==> src/rtl/can_arb_pkg.sv <==
package can_arb_pkg;
    typedef enum logic [1:0] {
        POL_LOW_ID  = 2'b00,
        POL_LOW_BUF = 2'b01,
        POL_HI_PRIO = 2'b10,
        POL_SPARE   = 2'b11
    } policy_e;

    typedef enum logic [1:0] {
        ST_IDLE = 2'b00,
        ST_SCAN = 2'b01,
        ST_DONE = 2'b10
    } scan_state_e;

    localparam int ID_W  = 29;
    localparam int STD_W = 11;
    localparam int KEY_W = ID_W + 1;

    function automatic logic [KEY_W-1:0] rank_key(
        input policy_e pol, input logic [ID_W-1:0] id,
        input logic ext, input logic [KEY_W-1:0] prio);
        logic [ID_W-1:0] aligned;
        aligned = ext ? id : {id[STD_W-1:0], {(ID_W-STD_W){1'b0}}};
        unique case (pol)
            POL_LOW_ID:  rank_key = {aligned, ext};
            POL_HI_PRIO: rank_key = prio;
            default:     rank_key = '0;
        endcase
    endfunction
endpackage

==> src/rtl/can_mb_store.sv <==
module can_mb_store #(
    parameter int NUM_MB = 8,
    parameter int PRIO_W = 3,
    parameter int IDX_W  = $clog2(NUM_MB)
) (
    input  logic                          clk,
    input  logic                          rst_n,
    input  logic                          cfg_we,
    input  logic [IDX_W-1:0]              cfg_idx,
    input  logic [28:0]                   cfg_id,
    input  logic                          cfg_ext,
    input  logic [PRIO_W-1:0]             cfg_prio,
    input  logic                          cfg_tx,
    input  logic                          cfg_pend,
    input  logic                          abort_req,
    input  logic [IDX_W-1:0]              abort_idx,
    input  logic                          eng_start,
    input  logic                          eng_finish,
    input  logic                          offer_valid,
    input  logic [IDX_W-1:0]              offer_idx,
    output logic [NUM_MB-1:0]             mb_tx,
    output logic [NUM_MB-1:0]             mb_pend,
    output logic [NUM_MB-1:0]             mb_ext,
    output logic [NUM_MB-1:0][28:0]       mb_id,
    output logic [NUM_MB-1:0][PRIO_W-1:0] mb_prio,
    output logic                          gnt_busy,
    output logic [IDX_W-1:0]              gnt_idx,
    output logic                          abort_ack,
    output logic                          chg
);
    logic             ab_wait;
    logic [IDX_W-1:0] ab_idx_q;
    logic cfg_ok, take, fin, ab_hit_gnt, ab_free;

    always_comb begin
        cfg_ok     = cfg_we && !(gnt_busy && cfg_idx == gnt_idx);
        take       = eng_start && offer_valid && !gnt_busy;
        fin        = eng_finish && gnt_busy;
        ab_hit_gnt = abort_req && !ab_wait && gnt_busy && abort_idx == gnt_idx;
        ab_free    = abort_req && !ab_wait && !ab_hit_gnt;
        chg        = cfg_ok || take || fin || (ab_free && mb_pend[abort_idx]);
    end

    always_ff @(posedge clk) begin
        if (!rst_n) begin
            mb_tx <= '0; mb_pend <= '0; mb_ext <= '0; mb_id <= '0; mb_prio <= '0;
            gnt_busy <= 1'b0; gnt_idx <= '0;
            ab_wait <= 1'b0; ab_idx_q <= '0; abort_ack <= 1'b0;
        end else begin
            abort_ack <= 1'b0;
            if (cfg_ok) begin
                mb_tx[cfg_idx]   <= cfg_tx;
                mb_pend[cfg_idx] <= cfg_pend;
                mb_ext[cfg_idx]  <= cfg_ext;
                mb_id[cfg_idx]   <= cfg_id;
                mb_prio[cfg_idx] <= cfg_prio;
            end
            if (take) begin
                gnt_busy <= 1'b1;
                gnt_idx  <= offer_idx;
            end
            if (fin) begin
                mb_pend[gnt_idx] <= 1'b0;
                gnt_busy         <= 1'b0;
                if (ab_wait || ab_hit_gnt) begin
                    abort_ack <= 1'b1;
                    ab_wait   <= 1'b0;
                end
            end else if (ab_hit_gnt) begin
                ab_wait <= 1'b1;
            end
            if (ab_hit_gnt) ab_idx_q <= abort_idx;
            if (ab_free) begin
                mb_pend[abort_idx] <= 1'b0;
                abort_ack          <= 1'b1;
                ab_idx_q           <= abort_idx;
            end
        end
    end


    gnt_hold_chk: assert property (@(posedge clk) disable iff (!rst_n)
        (gnt_busy && !eng_finish) |=> (gnt_busy && gnt_idx == $past(gnt_idx)));

    abort_clear_chk: assert property (@(posedge clk) disable iff (!rst_n)
        abort_ack |-> !mb_pend[ab_idx_q]);

    abort_wait_chk: assert property (@(posedge clk) disable iff (!rst_n)
        (ab_wait && !eng_finish) |=> !abort_ack);
endmodule

==> src/rtl/can_tx_scan.sv <==
module can_tx_scan
    import can_arb_pkg::*;
#(
    parameter int NUM_MB = 8,
    parameter int PRIO_W = 3,
    parameter int IDX_W  = $clog2(NUM_MB)
) (
    input  logic                          clk,
    input  logic                          rst_n,
    input  logic [1:0]                    mode,
    input  logic                          chg,
    input  logic [NUM_MB-1:0]             mb_tx,
    input  logic [NUM_MB-1:0]             mb_pend,
    input  logic [NUM_MB-1:0]             mb_ext,
    input  logic [NUM_MB-1:0][28:0]       mb_id,
    input  logic [NUM_MB-1:0][PRIO_W-1:0] mb_prio,
    input  logic                          gnt_busy,
    input  logic [IDX_W-1:0]              gnt_idx,
    output logic                          offer_valid,
    output logic [IDX_W-1:0]              win_idx,
    output logic                          stat_valid,
    output logic                          stat_empty,
    output logic [IDX_W-1:0]              stat_idx,
    output logic                          scan_done
);
    localparam logic [IDX_W-1:0] LAST = IDX_W'(NUM_MB - 1);

    scan_state_e      state;
    logic [IDX_W-1:0] idx, bidx, widx, eidx;
    logic [KEY_W-1:0] bkey, wkey, cur_key;
    logic             bf, wf, ef, res_ok;
    logic [1:0]       mode_q;
    logic             restart, cur_cand, cur_empty, better, weaker;

    always_comb begin
        restart   = chg || (mode != mode_q);
        cur_cand  = mb_tx[idx] && mb_pend[idx] && !(gnt_busy && gnt_idx == idx);
        cur_empty = mb_tx[idx] && !mb_pend[idx];
        cur_key   = rank_key(policy_e'(mode), mb_id[idx], mb_ext[idx], KEY_W'(mb_prio[idx]));
        better    = cur_cand && (!bf || cur_key < bkey);
        weaker    = cur_cand && (!wf || cur_key >= wkey);
    end

    always_ff @(posedge clk) begin
        if (!rst_n) begin
            state <= ST_IDLE; idx <= '0; res_ok <= 1'b1; mode_q <= 2'b00;
            bf <= 1'b0; wf <= 1'b0; ef <= 1'b0;
            bidx <= '0; widx <= '0; eidx <= '0; bkey <= '0; wkey <= '0;
        end else begin
            mode_q <= mode;
            if (restart) begin
                state <= ST_SCAN; idx <= '0; res_ok <= 1'b0;
                bf <= 1'b0; wf <= 1'b0; ef <= 1'b0;
            end else begin
                unique case (state)
                    ST_IDLE: ;
                    ST_SCAN: begin
                        if (better) begin bf <= 1'b1; bidx <= idx; bkey <= cur_key; end
                        if (weaker) begin wf <= 1'b1; widx <= idx; wkey <= cur_key; end
                        if (cur_empty && !ef) begin ef <= 1'b1; eidx <= idx; end
                        if (idx == LAST) begin
                            state  <= ST_DONE;
                            res_ok <= 1'b1;
                        end else begin
                            idx <= idx + 1'b1;
                        end
                    end
                    ST_DONE: state <= ST_IDLE;
                    default: state <= ST_IDLE;
                endcase
            end
        end
    end

    always_comb begin
        offer_valid = res_ok && bf;
        win_idx     = bidx;
        stat_valid  = res_ok && (ef || wf);
        stat_empty  = res_ok && ef;
        stat_idx    = ef ? eidx : widx;
        scan_done   = (state == ST_DONE);
    end


    scan_step_chk: assert property (@(posedge clk) disable iff (!rst_n)
        (state == ST_SCAN && !restart && idx != LAST) |=> (idx == IDX_W'($past(idx) + 1'b1)));

    restart_inval_chk: assert property (@(posedge clk) disable iff (!rst_n)
        restart |=> (!offer_valid && !stat_valid && !scan_done));
endmodule

==> src/rtl/can_tx_arbiter.sv <==
module can_tx_arbiter #(
    parameter int NUM_MB = 8,
    parameter int PRIO_W = 3,
    localparam int IDX_W = $clog2(NUM_MB)
) (
    input  logic              clk,
    input  logic              rst_n,
    input  logic [1:0]        pol_sel,
    input  logic              cfg_we,
    input  logic [IDX_W-1:0]  cfg_idx,
    input  logic [28:0]       cfg_id,
    input  logic              cfg_ext,
    input  logic [PRIO_W-1:0] cfg_prio,
    input  logic              cfg_tx,
    input  logic              cfg_pend,
    input  logic              abort_req,
    input  logic [IDX_W-1:0]  abort_idx,
    output logic              abort_ack,
    input  logic              eng_start,
    input  logic              eng_finish,
    output logic              win_valid,
    output logic [IDX_W-1:0]  win_idx,
    output logic              gnt_busy,
    output logic [IDX_W-1:0]  gnt_idx,
    output logic              stat_valid,
    output logic              stat_empty,
    output logic [IDX_W-1:0]  stat_idx,
    output logic              scan_done
);
    logic [NUM_MB-1:0]             mb_tx, mb_pend, mb_ext;
    logic [NUM_MB-1:0][28:0]       mb_id;
    logic [NUM_MB-1:0][PRIO_W-1:0] mb_prio;
    logic                          chg;

    can_mb_store #(.NUM_MB(NUM_MB), .PRIO_W(PRIO_W), .IDX_W(IDX_W)) u_store (
        .clk, .rst_n, .cfg_we, .cfg_idx, .cfg_id, .cfg_ext, .cfg_prio, .cfg_tx, .cfg_pend,
        .abort_req, .abort_idx, .eng_start, .eng_finish,
        .offer_valid(win_valid), .offer_idx(win_idx),
        .mb_tx, .mb_pend, .mb_ext, .mb_id, .mb_prio,
        .gnt_busy, .gnt_idx, .abort_ack, .chg);

    can_tx_scan #(.NUM_MB(NUM_MB), .PRIO_W(PRIO_W), .IDX_W(IDX_W)) u_scan (
        .clk, .rst_n, .mode(pol_sel), .chg,
        .mb_tx, .mb_pend, .mb_ext, .mb_id, .mb_prio, .gnt_busy, .gnt_idx,
        .offer_valid(win_valid), .win_idx, .stat_valid, .stat_empty, .stat_idx, .scan_done);


    win_is_cand_chk: assert property (@(posedge clk) disable iff (!rst_n)
        win_valid |-> (mb_tx[win_idx] && mb_pend[win_idx] && !(gnt_busy && gnt_idx == win_idx)));

    stat_empty_chk: assert property (@(posedge clk) disable iff (!rst_n)
        stat_empty |-> (mb_tx[stat_idx] && !mb_pend[stat_idx]));
endmodule

==> config.mk <==
export PLATFORM = sky130hd
export DESIGN_NAME = can_tx_arbiter
export DESIGN_NICKNAME = d
export VERILOG_FILES = /design/src/rtl/can_arb_pkg.sv /design/src/rtl/can_mb_store.sv /design/src/rtl/can_tx_scan.sv /design/src/rtl/can_tx_arbiter.sv
export SDC_FILE = /design/constraint.sdc
export NUM_CORES = 1
export LEC_CHECK = 0
export BUFFER_PORTS_ARGS = -buffer_cell sky130_fd_sc_hd__buf_2
export CAP_MARGIN = 20
export CORE_MARGIN = 2
export CORE_UTILIZATION = 35
export CTS_BUF_LIST = sky130_fd_sc_hd__clkbuf_8
export CTS_CLUSTER_DIAMETER = 100
export DETAILED_ROUTE_END_ITERATION = 16
export HOLD_SLACK_MARGIN = 0.03
export PLACE_DENSITY = 0.58
export SLEW_MARGIN = 20
export SYNTH_ARGS = -nofsm -noshare
export SYNTH_HDL_FRONTEND = slang
export SYNTH_SLANG_ARGS = --single-unit
export TNS_END_PERCENT = 30
==> constraint.sdc <==
create_clock -name clk -period 5.41 [get_ports clk]
set_clock_uncertainty 0.05 [all_clocks]
set_input_delay 0.541 -clock clk [delete_from_list [all_inputs] [get_ports clk]]
set_output_delay 0.541 -clock clk [all_outputs]
set_load 0.01 [all_outputs]
==> impl_metrics.toml <==
[clock_network]
htreeDepth = 2
post-cts-setup-buffers = 0
cts.sinks = 366
root_buffer = "clkbuf_8"
cts_buffer_depth = 3
ctsResizeCount = 0
hold_buffers = 0
cts-buffers-inserted = 61
clk_pin_slew_ns = 0.06
insertion_delay_ns = 0.67
tritoncts = "yes"

[detailed_routing]
firstDrtPassIters = 5
routed_wl_um = 50940
post_drt_wl_per_cell_um = 18.33
drt_iter0_markers = 1206
drc_errors = 0
num_vias = 14596
detail-route-antenna-nets = 0
post_drt_via_cell_ratio = 5.252

[placed_design]
place_hpwl_um = 31800
io_buffers = 63
gp_congestion = 0.9268
post-place-ws_ns = 0.8288

[sta]
rsz0062_at_grt = "no"
tns_ns = 0
fmax_mhz = 218.0
fin_crit_ns = 4.587
fin_ws_ns = 0.8232
setup_viol = 0
fin_crit_sh_pct = 84.78
slew_headroom_pct = 26.98
hold_viol = 0
worst_pin_slew_ns = 1.095
slew_viol_final = 0

[final_layout]
regArea_um2 = 7336
nNetsFinal = 2168
syn_to_final_growth_pct = 10.88
n_fill_cell = 5100
n_antenna_cell = 0
multi_input_area_um2 = 9294
drive_above_1_share_pct = 14.29

[synth]
async_flop_share_pct = 0
syn_avg_cell_area_um2 = 8.531
yosysTopAreaCellShare_pct = 41.37
synth_area_leader_cell = "dfxtp_1"
synth_warnings = 0
synth-seq-cells = 366
yosysSeqAreaShare_pct = 41.37
synth_edf_count = 0
syn_inst = 2076
synth_area_leaders = "dfxtp_1 (41%), nand2_1 (14%), mux4_2 (8.9%), a21oi_1 (8.5%), mux2i_1 (5.5%)"
syn_area_um2 = 17710
syn_nets = 2186
synth-main-ff-cell = "dfxtp_1"
synth_cell_types = 66

[global_routing]
track_usage_pct = 19.19
antenna_found_initial = 5
grt-ovfl-total = 0
met3_usage_pct = 3.343
grt-busiest-layer = "met2"
grt_pass1_wl_um = 79910
grt_max_degree = 113
first_global_vias = 14568
globalRouteMet2Util_pct = 32.72
met1_usage_pct = 24.55

[power]
powerDensity_nw_per_um2 = 287.7
power_mw = 5.650
irDropWorstVdd_mv = 0.1706
leakage_nw = 6.647

[floorplanning]
ios = 64
die_y_um = 229.0
fp.coreArea_um2 = 50070
num_rows = 82
start_util_pct = 35.37
die_w_um = 229.0
die_area_um2 = 52420

[critical_path]
critPathSlowestCell = "dfxtp_4"
r2r_slack_ns = 0.82
cp.required_ns = 5.93
crit_arrival_ns = 5.10
crit_path_end_kind = "flip-flop"
cp_max_fo = 34
critPathLaunchType = "flip-flop"
critPathKind = "reg2reg"
slowest_delay_ns = 0.61
cp_cell_sequence = "buf_12 -> mux4_2 -> mux2_2 -> a21oi_1 -> nor2_1 -> ha_1 -> a21oi_1 -> o21ai_0 -> a221oi_1 -> o22ai_1 -> buf_4 -> a2111oi_4 -> buf_4 -> mux2i_1"

[min_path]
hold_class = "in2reg"

[run]
maxCapViolCount = 0

[outcome]
status = "complete, no violations"
## synthesized netlist by cell type, drive strengths merged (7+ instances only)
| cell type | count |
|---|---|
| o21ai | 20 |
| mux2 | 14 |
| nor2b | 17 |
| mux2i | 99 |
| dfxtp | 366 |
| mux4 | 70 |
| nand4 | 17 |
| nand2b | 26 |
| xnor2 | 12 |
| ha | 61 |
| clkbuf | 117 |
| o211ai | 8 |
| inv | 66 |
| nand2 | 651 |
| a211oi | 10 |
| a31oi | 7 |
| and2 | 9 |
| nor3 | 14 |
| a21oi | 302 |
| buf | 59 |
| nor2 | 47 |
## per-stage QoR
| stage | util, % | std cells | instance area [µm²] | hold WS (ns) |
|---|---|---|---|---|
| floorplan | - | 2076 | 17710 | 0.3822 |
| global placement | 36.59 | 2667 | 18320 | 0.3882 |
| detailed placement | 36.59 | 2667 | 18320 | 0.3935 |
| CTS | 39.21 | 2779 | 19630 | 0.07825 |
| global route | 39.22 | 2779 | 19640 | 0.1077 |
| finish | 39.22 | 2779 | 19640 | 0.1258 |
## per-layer routing
metal / vias to the layer above / part of all wire, %
li1: 7022 / -
met1: 7002 / 43
met2: 475 / 48
met3: 91 / 6.4
met4: 6 / 2.2
met5: - / 0.077
## cells in the final DEF, fill, tap and decap left out, types with 4 or more instances in the layout
| master | Yosys | final |
|---|---|---|
| mux2_2 | 14 | 14 |
| mux4_2 | 70 | 70 |
| o211ai_1 | 8 | 8 |
| nand2_1 | 651 | 648 |
| nor3_2 | 0 | 4 |
| inv_1 | 65 | 85 |
| nor2_1 | 47 | 47 |
| o21a_1 | 6 | 6 |
| nor3_1 | 14 | 10 |
| ha_1 | 61 | 61 |
| nor2b_1 | 17 | 17 |
| clkinv_2 | 0 | 4 |
| buf_4 | 32 | 28 |
| a31oi_1 | 7 | 7 |
| a211oi_1 | 10 | 10 |
| nand3b_1 | 4 | 4 |
| o31ai_1 | 5 | 5 |
| a21o_1 | 6 | 6 |
| clkbuf_8 | 0 | 85 |
| a21oi_1 | 302 | 302 |
| or2_2 | 4 | 4 |
| dfxtp_1 | 366 | 363 |
| and2_1 | 8 | 8 |
| a221oi_1 | 5 | 5 |
| nand4_1 | 17 | 17 |
| o21ai_0 | 19 | 19 |
| mux2i_1 | 98 | 98 |
| nand2b_1 | 26 | 26 |
| buf_2 | 14 | 63 |
| xnor2_1 | 12 | 12 |
## final cells by class
type / count / area share, %
Sequential cell: 366 / 37.36
Inverter: 66 / 1.300
Timing Repair Buffer: 95 / 3.039
Tap cell: 672 / 4.282
Multi-Input combinational cell: 1468 / 47.33
Clock buffer: 85 / 5.957
Clock inverter: 27 / 0.7391
## power by group
part	internal, mW	switching, mW	total (mW)
registers	2.74	0.0241	2.77
clock network	1.44	1.14	2.58
logic	0.0935	0.213	0.307
total	4.27	1.38	5.65
## final timing paths
| check | startpoint | end | cells after the start |
|---|---|---|---|
| max | u_scan.idx[0] | u_scan.bkey[10] | 14 |
| min | cfg_id[14] | u_store.mb_id[72] | 3 |
| max reg2reg | u_scan.idx[0] | u_scan.bkey[10] | 14 |
| min reg2reg | u_store.mb_id[199] | u_store.mb_id[199] | 2 |
## critical path, delay by kind of cell, from the launching register on
kind	cells	cell delay [ns]
AND/OR/NAND/NOR	1	0.08
multiplexers	3	1.13
buffers and inverters	3	0.94
adder cells (fa/ha/maj)	1	0.33
flip-flops	1	0.61
AO/OA/AOI/OAI	6	1.30
## state kept, by name (all words and copies together), names as in the netlist
signal,flops
u_store.gnt_busy,1
u_scan.ef,1
u_scan.wkey,30
u_scan.idx,3
u_store.mb_pend,8
u_store.mb_id,232
u_scan.eidx,3
u_scan.win_idx,3
u_scan.res_ok,1
u_scan.wf,1
u_scan.state,2
u_store.gnt_idx,3
u_store.mb_tx,8
u_scan.bf,1
u_store.abort_ack,1
u_scan.bkey,30
u_scan.mode_q,2
u_store.ab_wait,1
u_store.mb_ext,8
u_scan.widx,3
u_store.mb_prio,24
## cell families (layout without fill, tap and decap cells)
family / Yosys count / in the layout / share of synthesized area (%)
flip-flops: 366 / 366 / 41.37
adder cells (fa/ha/maj): 61 / 61 / 4.309
XOR/XNOR: 12 / 12 / 0.5934
multiplexers: 183 / 183 / 15.46
AND/OR/NAND/NOR: 813 / 813 / 18.92
AO/OA/AOI/OAI: 399 / 399 / 12.89
buffers and inverters: 242 / 273 / 6.457
Power figures use the tool's default switching activity.
